**config.mk**
```make
export PLATFORM = sky130hd
export DESIGN_NAME = audio_fifo_unit
export DESIGN_NICKNAME = d
export VERILOG_FILES = /design/src/rtl/audio_fifo_pkg.sv /design/src/rtl/afu_sample_fifo.sv /design/src/rtl/afu_event_flags.sv /design/src/rtl/audio_fifo_unit.sv
export SDC_FILE = /design/constraint.sdc
export NUM_CORES = 1
export LEC_CHECK = 0
export BUFFER_PORTS_ARGS = -buffer_cell sky130_fd_sc_hd__buf_2
export CAP_MARGIN = 30
export CORE_ASPECT_RATIO = 1.1
export CORE_UTILIZATION = 50
export DETAILED_ROUTE_END_ITERATION = 8
export PLACE_DENSITY_LB_ADDON = 0.15
export SLEW_MARGIN = 20
export SYNTH_ARGS = -nofsm -noshare
export SYNTH_HDL_FRONTEND = slang
export SYNTH_SLANG_ARGS = --single-unit
```
**constraint.sdc**
```tcl
create_clock -name clk -period 3.8 [get_ports clk]
set_input_delay 0.19 -clock clk [delete_from_list [all_inputs] [get_ports clk]]
set_output_delay 0.19 -clock clk [all_outputs]
set_load 0.03 [all_outputs]
```
**src/rtl/audio_fifo_pkg.sv**
```systemverilog
package audio_fifo_pkg;
  // register word addresses
  localparam logic [2:0] A_CTRL = 3'd0;
  localparam logic [2:0] A_STAT = 3'd1;
  localparam logic [2:0] A_MASK = 3'd2;
  localparam logic [2:0] A_CLR  = 3'd3;
  localparam logic [2:0] A_DATA = 3'd4;

  // control fields
  localparam int C_RXTH_LSB = 12;
  localparam int C_TXTH_LSB = 8;
  localparam int C_FLUSH    = 3;
  localparam int C_EN       = 0;
  localparam int TH_W       = 4;

  // status bit positions (mask and clear share them)
  localparam int S_OFF  = 7;
  localparam int S_OVR  = 6;
  localparam int S_UDR  = 5;
  localparam int S_RSRV = 4;
  localparam int S_TSRV = 3;
  localparam int S_BUSY = 2;
  localparam int S_RNE  = 1;
  localparam int S_TNF  = 0;

  // sticky flag indices
  localparam int F_OVR = 0;
  localparam int F_UDR = 1;
  localparam int N_FLAGS = 2;
endpackage

```
**src/rtl/afu_sample_fifo.sv**
```systemverilog
module afu_sample_fifo #(
  parameter int W     = 32,
  parameter int DEPTH = 16,
  parameter int LW    = $clog2(DEPTH) + 1
) (
  input  logic          clk,
  input  logic          rst_n,
  input  logic          flush,
  input  logic          push,
  input  logic [W-1:0]  push_data,
  input  logic          pop,
  output logic [W-1:0]  head,
  output logic [LW-1:0] level,
  output logic          full,
  output logic          empty
);
  localparam int AW = $clog2(DEPTH);

  logic [W-1:0]  mem [DEPTH];
  logic [AW-1:0] wr_ptr, rd_ptr;
  logic          do_push, do_pop;

  assign full    = (level == LW'(DEPTH));
  assign empty   = (level == '0);
  assign do_push = push && !full;
  assign do_pop  = pop && !empty;
  assign head    = mem[rd_ptr];

  always_ff @(posedge clk) begin
    if (do_push) mem[wr_ptr] <= push_data;
  end

  always_ff @(posedge clk or negedge rst_n) begin
    if (!rst_n) begin
      wr_ptr <= '0;
      rd_ptr <= '0;
      level  <= '0;
    end else if (flush) begin
      wr_ptr <= '0;
      rd_ptr <= '0;
      level  <= '0;
    end else begin
      if (do_push) wr_ptr <= wr_ptr + 1'b1;
      if (do_pop)  rd_ptr <= rd_ptr + 1'b1;
      case ({do_push, do_pop})
        2'b10:   level <= level + 1'b1;
        2'b01:   level <= level - 1'b1;
        default: level <= level;
      endcase
    end
  end

  // the level never passes the depth
  assert_level_bound_R2: assert property (@(posedge clk) disable iff (!rst_n)
    level <= LW'(DEPTH));
  // a pop on an empty queue with no push leaves it empty
  assert_empty_pop_R2: assert property (@(posedge clk) disable iff (!rst_n)
    (empty && pop && !push) |=> (level == '0));
  // a flush empties the queue
  assert_flush_empties_R8: assert property (@(posedge clk) disable iff (!rst_n)
    flush |=> (level == '0));
endmodule

```
**src/rtl/afu_event_flags.sv**
```systemverilog
module afu_event_flags #(
  parameter int N = 2
) (
  input  logic         clk,
  input  logic         rst_n,
  input  logic         flush,
  input  logic [N-1:0] set_ev,
  input  logic [N-1:0] clr_ev,
  output logic [N-1:0] flag
);
  for (genvar i = 0; i < N; i++) begin : g_flag
    always_ff @(posedge clk or negedge rst_n) begin
      if (!rst_n)         flag[i] <= 1'b0;
      else if (flush)     flag[i] <= 1'b0;
      else if (set_ev[i]) flag[i] <= 1'b1;
      else if (clr_ev[i]) flag[i] <= 1'b0;
    end

    // a set flag holds unless cleared or flushed
    assert_sticky_hold_R5: assert property (@(posedge clk) disable iff (!rst_n)
      (flag[i] && !clr_ev[i] && !flush) |=> flag[i]);
    // a flag rises only after its event
    assert_set_cause_R5: assert property (@(posedge clk) disable iff (!rst_n)
      $rose(flag[i]) |-> $past(set_ev[i]));
  end
endmodule

```
**src/rtl/audio_fifo_unit.sv**
```systemverilog
module audio_fifo_unit
  import audio_fifo_pkg::*;
#(
  parameter int DATA_W = 32,
  parameter int DEPTH  = 16,
  parameter int ADDR_W = 3
) (
  input  logic              clk,
  input  logic              rst_n,
  input  logic [ADDR_W-1:0] bus_addr,
  input  logic              bus_wr,
  input  logic              bus_rd,
  input  logic [DATA_W-1:0] bus_wdata,
  output logic [DATA_W-1:0] bus_rdata,
  output logic              tx_valid,
  input  logic              tx_ready,
  output logic [DATA_W-1:0] tx_data,
  input  logic              rx_valid,
  output logic              rx_ready,
  input  logic [DATA_W-1:0] rx_data,
  input  logic              frame_busy,
  output logic              irq
);
  localparam int LW = $clog2(DEPTH) + 1;

  logic [TH_W-1:0] rx_th, tx_th;
  logic            link_en;
  logic [3:0]      mask_q;          // mask bits 6:3
  logic            wr_ctrl, wr_mask, wr_clr, wr_data, rd_data;
  logic            flush;
  logic [DATA_W-1:0] tx_head, rx_head;
  logic [LW-1:0]   tx_level, rx_level;
  logic            tx_full, tx_empty, rx_full, rx_empty;
  logic            tx_pop, rx_push;
  logic [N_FLAGS-1:0] set_ev, clr_ev, flag;
  logic [7:0]      stat;

  assign wr_ctrl = bus_wr && (bus_addr == ADDR_W'(A_CTRL));
  assign wr_mask = bus_wr && (bus_addr == ADDR_W'(A_MASK));
  assign wr_clr  = bus_wr && (bus_addr == ADDR_W'(A_CLR));
  assign wr_data = bus_wr && (bus_addr == ADDR_W'(A_DATA));
  assign rd_data = bus_rd && (bus_addr == ADDR_W'(A_DATA));
  assign flush   = wr_ctrl && bus_wdata[C_FLUSH];

  always_ff @(posedge clk or negedge rst_n) begin
    if (!rst_n) begin
      rx_th   <= '0;
      tx_th   <= '0;
      link_en <= 1'b0;
      mask_q  <= '0;
    end else begin
      if (wr_ctrl) begin
        rx_th   <= bus_wdata[C_RXTH_LSB +: TH_W];
        tx_th   <= bus_wdata[C_TXTH_LSB +: TH_W];
        link_en <= bus_wdata[C_EN];
      end
      if (wr_mask) mask_q <= bus_wdata[S_OVR:S_TSRV];
    end
  end

  // playback stream
  assign tx_valid = link_en;
  assign tx_pop   = tx_valid && tx_ready;
  assign tx_data  = tx_empty ? '0 : tx_head;

  // capture stream, no back-pressure beyond the link enable
  assign rx_ready = link_en;
  assign rx_push  = rx_valid && rx_ready;

  afu_sample_fifo #(.W(DATA_W), .DEPTH(DEPTH), .LW(LW)) u_tx_q (
    .clk(clk), .rst_n(rst_n), .flush(flush),
    .push(wr_data), .push_data(bus_wdata), .pop(tx_pop),
    .head(tx_head), .level(tx_level), .full(tx_full), .empty(tx_empty));

  afu_sample_fifo #(.W(DATA_W), .DEPTH(DEPTH), .LW(LW)) u_rx_q (
    .clk(clk), .rst_n(rst_n), .flush(flush),
    .push(rx_push), .push_data(rx_data), .pop(rd_data),
    .head(rx_head), .level(rx_level), .full(rx_full), .empty(rx_empty));

  always_comb begin
    set_ev        = '0;
    clr_ev        = '0;
    set_ev[F_OVR] = rx_push && rx_full;
    set_ev[F_UDR] = tx_pop && tx_empty;
    clr_ev[F_OVR] = wr_clr && bus_wdata[S_OVR];
    clr_ev[F_UDR] = wr_clr && bus_wdata[S_UDR];
  end

  afu_event_flags #(.N(N_FLAGS)) u_flags (
    .clk(clk), .rst_n(rst_n), .flush(flush),
    .set_ev(set_ev), .clr_ev(clr_ev), .flag(flag));

  always_comb begin
    stat         = '0;
    stat[S_OFF]  = !link_en;
    stat[S_OVR]  = flag[F_OVR];
    stat[S_UDR]  = flag[F_UDR];
    stat[S_RSRV] = rx_level >= LW'(rx_th);
    stat[S_TSRV] = tx_level <= LW'(tx_th);
    stat[S_BUSY] = frame_busy;
    stat[S_RNE]  = !rx_empty;
    stat[S_TNF]  = !tx_full;
  end

  assign irq = |(stat[S_OVR:S_TSRV] & mask_q);

  always_comb begin
    bus_rdata = '0;
    case (bus_addr)
      ADDR_W'(A_CTRL): begin
        bus_rdata[C_RXTH_LSB +: TH_W] = rx_th;
        bus_rdata[C_TXTH_LSB +: TH_W] = tx_th;
        bus_rdata[C_EN]               = link_en;
      end
      ADDR_W'(A_STAT): bus_rdata = DATA_W'(stat);
      ADDR_W'(A_MASK): bus_rdata[S_OVR:S_TSRV] = mask_q;
      ADDR_W'(A_DATA): bus_rdata = rx_empty ? '0 : rx_head;
      default:         bus_rdata = '0;
    endcase
  end

  // a transfer from an empty playback queue records an underrun
  assert_udr_on_empty_R5: assert property (@(posedge clk) disable iff (!rst_n)
    (tx_valid && tx_ready && tx_empty && !flush) |=> flag[F_UDR]);
  // an accepted sample into a full capture queue records an overrun
  assert_ovr_on_full_R4: assert property (@(posedge clk) disable iff (!rst_n)
    (rx_valid && rx_ready && rx_full && !flush) |=> flag[F_OVR]);
  // with the capture stream closed the queue only moves by bus pops
  assert_closed_rx_stable_R4: assert property (@(posedge clk) disable iff (!rst_n)
    (!rx_ready && !rd_data && !flush) |=> $stable(rx_level));
  // nothing unmasked keeps the interrupt low
  assert_irq_masked_R9: assert property (@(posedge clk) disable iff (!rst_n)
    (mask_q == '0) |-> !irq);
endmodule

```
# Word level (Yosys, flattened, before mapping)
# Memories as Yosys holds them, arrays and structs flattened.
# Cells that the tools add are included.
# W data, S select, Z words.
[totals] regBits=41 ram_bits=1024 in_bits=74 out_inout_bits=67 elab_cells=98 mem_count=2
[classes] addsub=8 n_lt_le_gt_ge=2 n_eq_ne=10 mux=30 n_bitwise=1 n_reduce_logical=33
[mem_list] name="u_rx_q.mem" words=16 word_bits=32 read_ports=1 rd_clocked_by_memory_dff=0 write_ports=1 line_no="afu_sample_fifo.sv:19" rtl="logic [W-1:0] mem [DEPTH];"
[mem_list] name="u_tx_q.mem" words=16 word_bits=32 read_ports=1 rd_clocked_by_memory_dff=0 write_ports=1 line_no="afu_sample_fifo.sv:19"
[ops] operator="$mux W32" count=2
[ops] operator="$mux W4" count=8
[ops] operator="$pmux W5 S2" count=2
[ops] operator="$add A4 B1 Y4 const B" count=4
[ops] operator="$logic_and A1 B1 Y1" count=16
[ops] operator="$mux W16" count=1
[ops] operator="$pmux W8 S2" count=1
[ops] operator="$pmux W4 S3" count=1
[ops] operator="$reduce_bool A3 Y1" count=4
[ops] operator="$add A5 B1 Y5 const B" count=2
[ops] operator="$eq A5 B5 Y1 const B" count=2
[ops] operator="$logic_not A5 Y1" count=2
[ops] operator="$mux W1" count=10
[ops] operator="$mux W5" count=2
[ops] operator="$sub A5 B1 Y5 const B" count=2
[ops] operator="$reduce_bool A2 Y1" count=4
[ops] operator="$eq A3 B2 Y1 const B" count=2
[ops] operator="$ge A5 B4 Y1" count=1
[ops] operator="$le A5 B4 Y1" count=1
[ops] operator="$logic_not A1 Y1" count=5
[ops] operator="$and A4 B4 Y4" count=1
[ops] operator="$eq A2 B1 Y1 const B" count=2
[ops] operator="$eq A2 B2 Y1 const B" count=2
[ops] operator="$pmux W2 S2" count=1
[ops] operator="6 further kinds" count=6

# Longest topological paths before layout
# Gate-level depths: netlist of the first run.
[logic_depth] ltp_word=6 depth_mapped=12 mapped_depth_nobuf=10

# Hierarchy
# A second synthesis of the first run with hierarchy kept.
[hier_totals] hier_cells=1860 hier_area_um2=42109.1
[modules_own_cells] mod="afu_sample_fifo" n_inst=2 cells_each=841 area_per_inst_um2=20328.2 seq_area_each_um2=15700.1
[modules_own_cells] mod="audio_fifo_unit" n_inst=1 cells_each=170 area_per_inst_um2=1372.6 seq_area_each_um2=325.3
[modules_own_cells] mod="afu_event_flags" n_inst=1 cells_each=8 area_per_inst_um2=80.1 seq_area_each_um2=50.0

# Least setup slack after synthesis of the first run
# OpenSTA, ideal clock, no wires.
[synth_path] path_type="reg-to-reg" from="register link_en, in the netlist rx_ready" to="memory u_rx_q.mem[10][0] (enable)" setup_time_ps=392 arrival_ps=2453 t_required_ps=3408 setup_slack_ps=955 stages_incl_launch_ff=8 path_buffers=2 period_less_slack_ps=2845 path_cell_list="dfrtp_1 -> clkbuf_1 -> nand2_1 -> a21oi_1 -> clkbuf_1 -> nand2_1 -> nor2_1 -> and2_1"
[synth_between] elab_chain_len=4
[synth_lines] item="from (decl)" line_no="audio_fifo_unit.sv:27" rtl="logic link_en;"
[synth_lines] item="from (signal assigned)" line_no="audio_fifo_unit.sv:55" rtl="link_en <= bus_wdata[C_EN];"
[synth_lines] item="$logic_and A1 B1 Y1" line_no="audio_fifo_unit.sv:68" rtl="assign rx_push = rx_valid && rx_ready;"
[synth_lines] item="$logic_and A1 B1 Y1" line_no="afu_sample_fifo.sv:25" rtl="assign do_push = push && !full;"
[synth_lines] item="$mux W1" line_no="afu_sample_fifo.sv:30" rtl="if (do_push) mem[wr_ptr] <= push_data;"
[synth_lines] item="$mux W1 (not written as such)" line_no="afu_sample_fifo.sv:30"
[synth_lines] item="to (decl)" line_no="afu_sample_fifo.sv:19"
# Every way passes these cells.

# Worst setup path after layout of the first run
[layout_path] from="register u_rx_q.rd_ptr[0]" to="output bus_rdata[0]"
[layout_between] elab_chain_len=3
[layout_lines] item="from (decl)" line_no="afu_sample_fifo.sv:20" rtl="logic [AW-1:0] wr_ptr, rd_ptr;"
[layout_lines] item="from (signal assigned)" line_no="afu_sample_fifo.sv:44" rtl="if (do_pop) rd_ptr <= rd_ptr + 1'b1;"
[layout_lines] item="$mem_v2 Z16 W32"
[layout_lines] item="$mux W32" line_no="audio_fifo_unit.sv:117" rtl="ADDR_W'(A_DATA): bus_rdata = rx_empty ? '0 : rx_head;"
[layout_lines] item="$pmux W1 S3" line_no="audio_fifo_unit.sv:109" rtl="case (bus_addr)"
[layout_lines] item="to (decl)" line_no="audio_fifo_unit.sv:14" rtl="output logic [DATA_W-1:0] bus_rdata,"
# Every way passes these cells.

==> results of run 1 <==
kinds of logic after synthesis:
kind of cell	after synthesis	synth area share, %
muxes	351	17.6
and+or+nand+nor	213	2.80
buffers and inverters	123	1.37
DFF	1065	76.1
adders and majority gates	21	0.629
xor gates and xnor gates	18	0.377
AOI/OAI and AO/OA	77	1.16
registers in the layout, indices dropped and copies added (netlist names):
name / count
u_tx_q.mem: 512
mask_q: 4
tx_th: 4
u_tx_q.rd_ptr: 4
rx_th: 4
u_rx_q.rd_ptr: 4
u_tx_q.wr_ptr: 4
u_rx_q.mem: 512
u_rx_q.level: 5
u_tx_q.level: 5
u_rx_q.wr_ptr: 4
rx_ready: 1
u_flags.flag: 2
worst reg2reg max path, cell delays in order (launching register included):
cell	delay, ps
dfrtp_1	480
nor4_1	650
a21oi_1	440
nor2_1	260
xor2_1	110
ha_1	240
nor4_1	230
o2111ai_1	170
o21ai_0	140
xnor2_1	150
nor2_1	50
path summary, 6_finish.rpt:
path | to | slack (ps) | cells after the start | startpoint
max | bus_rdata[0] | 410 | 6 | u_rx_q.rd_ptr[0]
min | u_rx_q.level[3] | 50 | 4 | rx_valid
max reg2reg | u_rx_q.level[4] | 790 | 10 | u_rx_q.level[1]
min reg2reg | mask_q[3] | 560 | 1 | mask_q[3]
max in group asynchronous | u_tx_q.rd_ptr[0] | 2210 | 4 | rst_n
min in group asynchronous | u_tx_q.level[1] | 470 | 3 | rst_n
per-stage QoR:
step                      instance area [sq um]  power (mW)  setup slack, ps  std cells  hold WS, ps
after global routing                      48500        34.0              243       3303         62.4
final                                     48500        32.7              412       3304         45.3
after floorplan                           41800        20.2              955       1868         -106
after detailed placement                  44300        22.6              807       3039          105
after global placement                    44300        22.5              895       3037          406
after CTS                                 48500        33.0              324       3302         1.62
repair_timing:
item | 4_1_cts | 5_1_grt
endpoints found under the hold margin | 1072 | 0
gates resized for setup | 0 | 0
endpoints found under the setup margin | 0 | 0
hold buffers | 69 | 0
per-layer routing:
| layer | part of all wire, % | vias up | routed length [um] |
|---|---|---|---|
| li1 | - | 8393 | - |
| met1 | 41 | 10400 | 36900 |
| met2 | 52 | 551 | 47300 |
| met3 | 4.8 | 148 | 4390 |
| met4 | 2.6 | 8 | 2370 |
| met5 | 0.053 | - | 48 |
layout by cell type (no fill, tap or decap), types with 3 or more instances in the layout:
master | netlist | routed
nand4_1 | 7 | 7
and2_2 | 0 | 24
o211ai_1 | 4 | 4
edfxtp_1 | 1024 | 1024
clkinv_2 | 0 | 23
clkbuf_8 | 0 | 3
inv_1 | 19 | 19
dfrtp_4 | 0 | 5
buf_12 | 0 | 30
clkinv_1 | 0 | 24
dlygate4sd3_1 | 0 | 69
and4_2 | 0 | 8
nand2_1 | 26 | 26
clkbuf_16 | 0 | 105
dfrtp_2 | 0 | 3
bufinv_16 | 0 | 15
clkbuf_1 | 46 | 19
nand3_1 | 8 | 8
buf_4 | 18 | 40
nor2b_1 | 55 | 55
ha_1 | 21 | 21
and2_1 | 28 | 4
o22ai_1 | 4 | 4
mux2i_1 | 22 | 22
o21a_1 | 4 | 4
xor2_1 | 11 | 11
a21oi_1 | 23 | 23
a211oi_1 | 7 | 7
nor2_1 | 52 | 51
mux2_2 | 25 | 25
buf_2 | 26 | 140
o21ai_0 | 18 | 18
mux4_2 | 304 | 304
nor4_1 | 4 | 4
a22oi_1 | 5 | 5
nor3_1 | 9 | 9
dfrtp_1 | 41 | 33
xnor2_1 | 7 | 7
power groups by stage:
stage	clock [mW]	combinational, mW	sequential [mW]
final	10.4	8.32	13.9
after floorplan	0	6.52	13.7
after global placement	0	8.35	14.1
after detailed placement	0	8.42	14.2
after global routing	11.0	8.94	14.0
after CTS	10.6	8.51	13.9
layout make-up:
type                            count  share of cell area (%)
Sequential cell                  1065                    65.6
Multi-Input combinational cell    680                    19.5
Clock buffer                      127                    5.65
Timing Repair Buffer              280                    4.76
Tap cell                         1064                    2.75
Clock inverter                     67                    1.54
Inverter                           19                   0.147
Antenna cell                        2                  0.0103
==> reports/results.txt, run 1 <==
Crit path required time = 3610 ps
gr usage total = 22.0%
switch share = 28.0%
maxcap violations = 0
Arr. time, crit path = 3200 ps
Post-Synthesis Cell Area = 0.0418 sq mm
Tcrit/Tclk final = 89.2%
Post-DRT Antenna Nets = 0
slew margin rel. = 42.1%
Max Root-Sink Buffers = 3
number of H-tree levels = 3
worst path cell trace = buf_12, mux4_2, mux2_2, a21oi_1, o21ai_0, buf_2
num ports = 141
FP Rows = 110
later-pin clock latency in the skew report = 670 ps
layout cells sized above 1 = 32.9%
input/output buffers = 140
met1 GRT Util = 29.4%
Num CTS Buffers = 103
CP Capture Type = output port
total gr overflow = 0
Hold Violations, Final = 0
sequential power share = 42.6%
pwr dens = 674 mW/mm^2
DR pass1 iterations = 5
CORE AREA = 0.0823 sq mm
final-stage net count = 2,244
max frequency = 295 MHz
largest cells by area after synthesis = edfxtp_1, mux4_2, dfrtp_1
largest net degree at the start of global routing = 64
EDFF count, synth = 1,024
final setup vio count = 0
global-route wire length before repair = 136 mm
Primary FF master, synth = edfxtp_1
Peak supply drop = 0.547 mV
met3 usage = 3.37%
Iter 0 DRT Violations = 1,632
Die Ht = 305 um
drt drc = 0
Synth top area share = 73.6%
unique cell type count in the Yosys netlist = 53
asr flop ratio synth = 3.85%
logic gate share of total power = 25.5%
Critical Path Source Type = flip-flop
GPL Wtd Cong = 0.811
DP Wirelength = 53.2 mm
FF+latch count, synth = 1,065
CP max stage cell = mux4_2
Area Overhead vs Synth = 16.0%
worst setup path class = reg -> out
initial antenna violation count = 9
RSZ-0062 raised after global routing = false
Worst-path clk slew = 60 ps
Internal = 23.5 mW
CP Buf/Inv Count = 2
Tmin final = 3390 ps
Clock power frac = 31.9%
worst-path maximum fanout = 42
setup TNS = 0 ps
leading area contributor after synthesis = edfxtp_1
die area = 0.0847 sq mm
Largest delay share family, worst path = multiplexers
Synth Net Count = 1,963
# fillers = 5,949
routed vias = 19.5k
vias per cell = 5.90
CTS tree = yes
drt wl/cell = 27.6 um
syn avg cell area = 22.4 sq um
Synth Warn # = 0
clock sinks = 1,065
WL final = 91.0 mm
Horiz. Die Dim = 278 um
Clock Skews = 33.9 ps
CP max stage delay = 560 ps
register area share after synthesis = 76.1%
register area = 0.0318 sq mm
Mapped Cells = 1,868
met2 Resource Use GR = 37.6%
vias in the first global route = 20.8k
slew of the pin with the lowest slew margin = 856 ps
outcome = completed
Setup Buffers After CTS = 0
Psw = 9.16 mW
clock root buffer = clkbuf_16
synth cell count leaders = edfxtp_1, mux4_2, nor2b_1
final max-slew violation count = 0
post-route core utilization = 58.9%
multi-input logic area = 0.00947 sq mm
initial core utilization = 50.7%
leakage = 15.6 nW
global route hottest layer = met2
HP Class = in -> reg
most frequent cell after synthesis = edfxtp_1
Note: power is estimated with default switching activity, not from simulation.
==> inputs of run 2 (changes only) <==
CTS_BUF_LIST = sky130_fd_sc_hd__clkbuf_8   (was unset)
==> run 2 against run 1 <==
Via count grew 2.0%. Clock power decreased by 17%. Combinational power about the same. Power decreased by 5.6%. Fmax fell by 4.2%. Clock skew increased by 7.4 ps. Design area is 0.97% lower. Clock-buffer cell count rose by 40. Sequential share of layout area rose by 0.64 points. Critical path depth is the same. Hold slack gained 96 ps. Sequential cell count stayed put. Largest cell class unchanged. Largest power group unchanged. Highest routed layer unchanged.
==> reports/results.txt, run 2 (synthesis results as in run 1) <==
routed vias = 19.9k
Arr. time, crit path = 3350 ps
Setup WS pre-CTS = 807 ps
drt wl/cell = 26.9 um
outcome = completed
Tcrit/Tclk final = 93.1%
RSZ-0062 raised after global routing = false
Die Ht = 305 um
biggest regs = u_rx_q.mem (512), u_tx_q.mem (512)
register area = 0.0318 sq mm
pwr dens = 643 mW/mm^2
final setup vio count = 0
final instance area = 0.0480 sq mm
CTS tree = yes
leading cell type in the layout, fill and taps excluded = edfxtp_1
vias in the first global route = 21.4k
WL final = 91.9 mm
Num CTS Buffers = 165
num ports = 141
layout cells sized above 1 = 33.3%
max frequency = 283 MHz
# fillers = 6,080
Iter 0 DRT Violations = 1,397
Area Overhead vs Synth = 14.9%
input/output buffers = 140
vias per cell = 5.83
Critical Path Source Type = flip-flop
leakage = 15.7 nW
Final WS setup = 263 ps
met2 Resource Use GR = 37.9%
Tmin final = 3540 ps
Crit path required time = 3610 ps
global route hottest layer = met2
HP Class = in -> reg
DP Wirelength = 53.2 mm
worst-path maximum fanout = 12
CORE AREA = 0.0823 sq mm
initial antenna violation count = 6
Post-DRT Antenna Nets = 0
met1 GRT Util = 28.9%
number of H-tree levels = 4
Hold WS = 141 ps
setup TNS = 0 ps
maxcap violations = 0
Horiz. Die Dim = 278 um
largest net degree at the start of global routing = 64
slew of the pin with the lowest slew margin = 877 ps
clock root buffer = clkbuf_8
Post-DP Area = 0.0443 sq mm
initial core utilization = 50.7%
DR pass1 iterations = 6
clock sinks = 1,065
GPL Wtd Cong = 0.811
global-route wire length before repair = 138 mm
met3 usage = 4.60%
slew margin rel. = 41.5%
post_cts resized = 0
worst setup path class = reg -> out
Hold Violations, Final = 0
FP Rows = 110
Max Root-Sink Buffers = 3
Peak supply drop = 0.403 mV
CP Capture Type = output port
gr usage total = 22.4%
drt drc = 0
final max-slew violation count = 0
final-stage net count = 2,313
most frequent cells in the layout = edfxtp_1, mux4_2, clkbuf_8
die area = 0.0847 sq mm
Worst-path clk slew = 60 ps
multi-input logic area = 0.00947 sq mm
Clock Skews = 41.3 ps
total gr overflow = 0
later-pin clock latency in the skew report = 830 ps
[run 2: report_power, final]
part	switching, mW	internal, mW
Sequential	0.614	13.3
Combinational	4.28	4.06
Clock	4.38	4.21
[run 2: layout make-up]
class | instances | area share [%]
clock inverter | 128 | 1.35
clock buffer | 167 | 4.79
inverter | 19 | 0.149
timing repair buffer | 287 | 4.95
tap | 1064 | 2.77
multi-input combinational | 680 | 19.7
sequential | 1065 | 66.2
antenna | 2 | 0.0104
[run 2: per-stage QoR]
stage / utilization [%] / power (mW) / instances
global route: 58.3 / 32.2 / 3412
global placement: 53.8 / 22.5 / 3037
floorplan: - / 20.2 / 1868
CTS: 58.3 / 31.2 / 3410
finish: 58.3 / 30.8 / 3412
detailed placement: 53.8 / 22.6 / 3039
[run 2: final timing paths]
check,cells after the start,start,slack [ps],end
worst max register to register,5,u_rx_q.level[1],760,u_rx_q.mem[3][8]
worst min-delay path,5,bus_addr[2],140,u_rx_q.rd_ptr[1]
min in group asynchronous,4,rst_n,460,u_rx_q.rd_ptr[2]
worst max-delay path,6,u_rx_q.level[1],260,bus_rdata[3]
worst min register to register,1,mask_q[2],560,mask_q[2]
max in group asynchronous,4,rst_n,2350,u_tx_q.rd_ptr[0]
[run 2: worst max-delay path: stages (launching register included)]
cell	delay, ps
dfrtp_1	480
or4_1	690
nor2_1	170
or4b_1	410
a211oi_1	90
nand4b_1	390
buf_2	300
[run 2: timing repair]
item                       CTS  global route
buffers inserted             0             0
hold buffers                76             0
hold endpoints to repair  1097             0
[run 2: routing by layer]
layer | vias to the layer above | wire length, um | share of wire (%)
met1 | 10600 | 37100 | 40
met5 | - | 28 | 0.030
li1 | 8574 | - | -
met4 | 4 | 2260 | 2.5
met3 | 150 | 4770 | 5.2
met2 | 616 | 47700 | 52
==> inputs of run 3 (changes only) <==
PLACE_DENSITY_LB_ADDON = 0.3   (was 0.15)
==> run 3 against run 2 <==
Sequential cell count is the same. Sequential power is essentially flat. Die area is the same. Highest routed layer unchanged. Sequential share of layout area is essentially flat. Critical endpoint is now bus_rdata[6]. Final cell count is essentially flat.
==> reports/results.txt, run 3 (synthesis results as in run 1) <==
outcome = completed
Area Overhead vs Synth = 14.9%
Iter 0 DRT Violations = 1,781
final setup vio count = 0
GPL Wtd Cong = 0.790
maxcap violations = 0
Horiz. Die Dim = 278 um
clock root buffer = clkbuf_8
CP Capture Type = output port
final-stage net count = 2,308
layout cells sized above 1 = 33.7%
FP Rows = 110
hold_sp = bus_wr
leading cell type in the layout, fill and taps excluded = edfxtp_1
die area = 0.0847 sq mm
Tcrit/Tclk final = 94.2%
Post-DRT Antenna Nets = 0
clock sinks = 1,065
Die Ht = 305 um
CTS tree = yes
# fillers = 5,900
r2r startpoint = u_tx_q.level[2]
Worst-path clk slew = 60 ps
Hold WS = 109 ps
num ports = 141
CORE AREA = 0.0823 sq mm
setup TNS = 0 ps
later-pin clock latency in the skew report = 810 ps
slew of the pin with the lowest slew margin = 887 ps
DR pass1 iterations = 5
routed vias = 20.0k
worst-path maximum fanout = 51
Max Root-Sink Buffers = 3
gr usage total = 21.9%
Total Power = 31.1 mW
Finished Layout Cells = 3,414
final max-slew violation count = 0
initial core utilization = 50.7%
r2r setup slk = 870 ps
initial antenna violation count = 4
global-route wire length before repair = 136 mm
vias in the first global route = 21.3k
most frequent cells in the layout = edfxtp_1, mux4_2, clkbuf_8
max frequency = 279 MHz
Critical Path Source Type = flip-flop
Arr. time, crit path = 3390 ps
Clock Skews = 34.2 ps
Tmin final = 3580 ps
slew margin rel. = 40.9%
largest net degree at the start of global routing = 60
biggest regs = u_rx_q.mem (512), u_tx_q.mem (512)
HP Class = in -> reg
input/output buffers = 140
reg-to-reg endpoint = u_tx_q.mem[10][9]
WL final = 91.1 mm
DP Wirelength = 50.4 mm
Crit path required time = 3610 ps
worst setup path class = reg -> out
Num CTS Buffers = 166
CP startpoint = u_rx_q.rd_ptr[3]
post-route core utilization = 58.3%
vias per cell = 5.87
number of H-tree levels = 4
leakage = 15.7 nW
Peak supply drop = 0.562 mV
RSZ-0062 raised after global routing = false
crit path capture = bus_rdata[6]
placed insts = 3,030
worst reg2reg path depth = 6
total gr overflow = 0
drt drc = 0
pwr dens = 648 mW/mm^2
Hold Violations, Final = 0
drt wl/cell = 26.7 um
-- run 3: cell count changes in the layout (fill, tap and decap cells not counted), sizes merged --
cell / before / now
clkbuf: 167 / 171
diode: 2 / 3
buf: 211 / 205
inv: 82 / 73
bufinv: 1 / 3
clkinv: 61 / 71
-- run 3: power breakdown --
part / switching, mW / total, mW / internal (mW)
registers: 0.625 / 13.9 / 13.3
clock network: 4.37 / 8.79 / 4.42
logic: 4.26 / 8.38 / 4.12
-- run 3: timing repair --
item	CTS	global route
setup endpoints to repair	1	2
pin swaps	0	0
setup buffers	1	1
endpoints found under the hold margin	1088	10
gates cloned	0	0
resized for setup	0	1
hold buffers	75	1
-- run 3: cell type report --
class                           count  area, sq um  share of cell area (%)
Timing Repair Buffer              281         2260                    4.72
Clock buffer                      171         2350                    4.90
Tap cell                         1064         1330                    2.77
Antenna cell                        3         7.51                  0.0156
Sequential cell                  1065        31800                    66.3
Clock inverter                    131          686                    1.43
Inverter                           19         71.3                   0.149
Multi-Input combinational cell    680         9470                    19.7
-- run 3: metrics by stage --
step	setup slack (ps)	instance area [sq um]
after detailed placement	710	44100
after global placement	858	44100
after floorplan	955	41800
after global routing	3.60	48000
final	221	48000
after CTS	41.8	47900
-- run 3: worst min path at each step --
stage | end | slack [ps] | cells past startpoint
2_1_floorplan | mask_q[0] | -110 | 0
3_3_place_gp | u_tx_q.rd_ptr[3] | 390 | 1
3_5_place_dp | u_tx_q.level[4] | 410 | 1
4_1_cts | mask_q[0] | 30 | 4
5_1_grt | u_rx_q.level[1] | 100 | 3
6_report | tx_th[1] | 110 | 3
-- run 3: critical path: stages (launching register included) --
cell and delay [ps]:
dfrtp_4 1000, buf_4 370, mux2_2 360, a21oi_1 360
o22ai_1 230, buf_2 230
-- run 3: per-layer routing --
layer | vias to the layer above | track usage [%] | part of all wire, %
met2 | 704 | 37.2 | 52
met4 | 6 | 6.58 | 2.1
met5 | - | 0 | 0.041
met1 | 10600 | 28.6 | 39
met3 | 142 | 4.75 | 6.2
li1 | 8546 | - | -
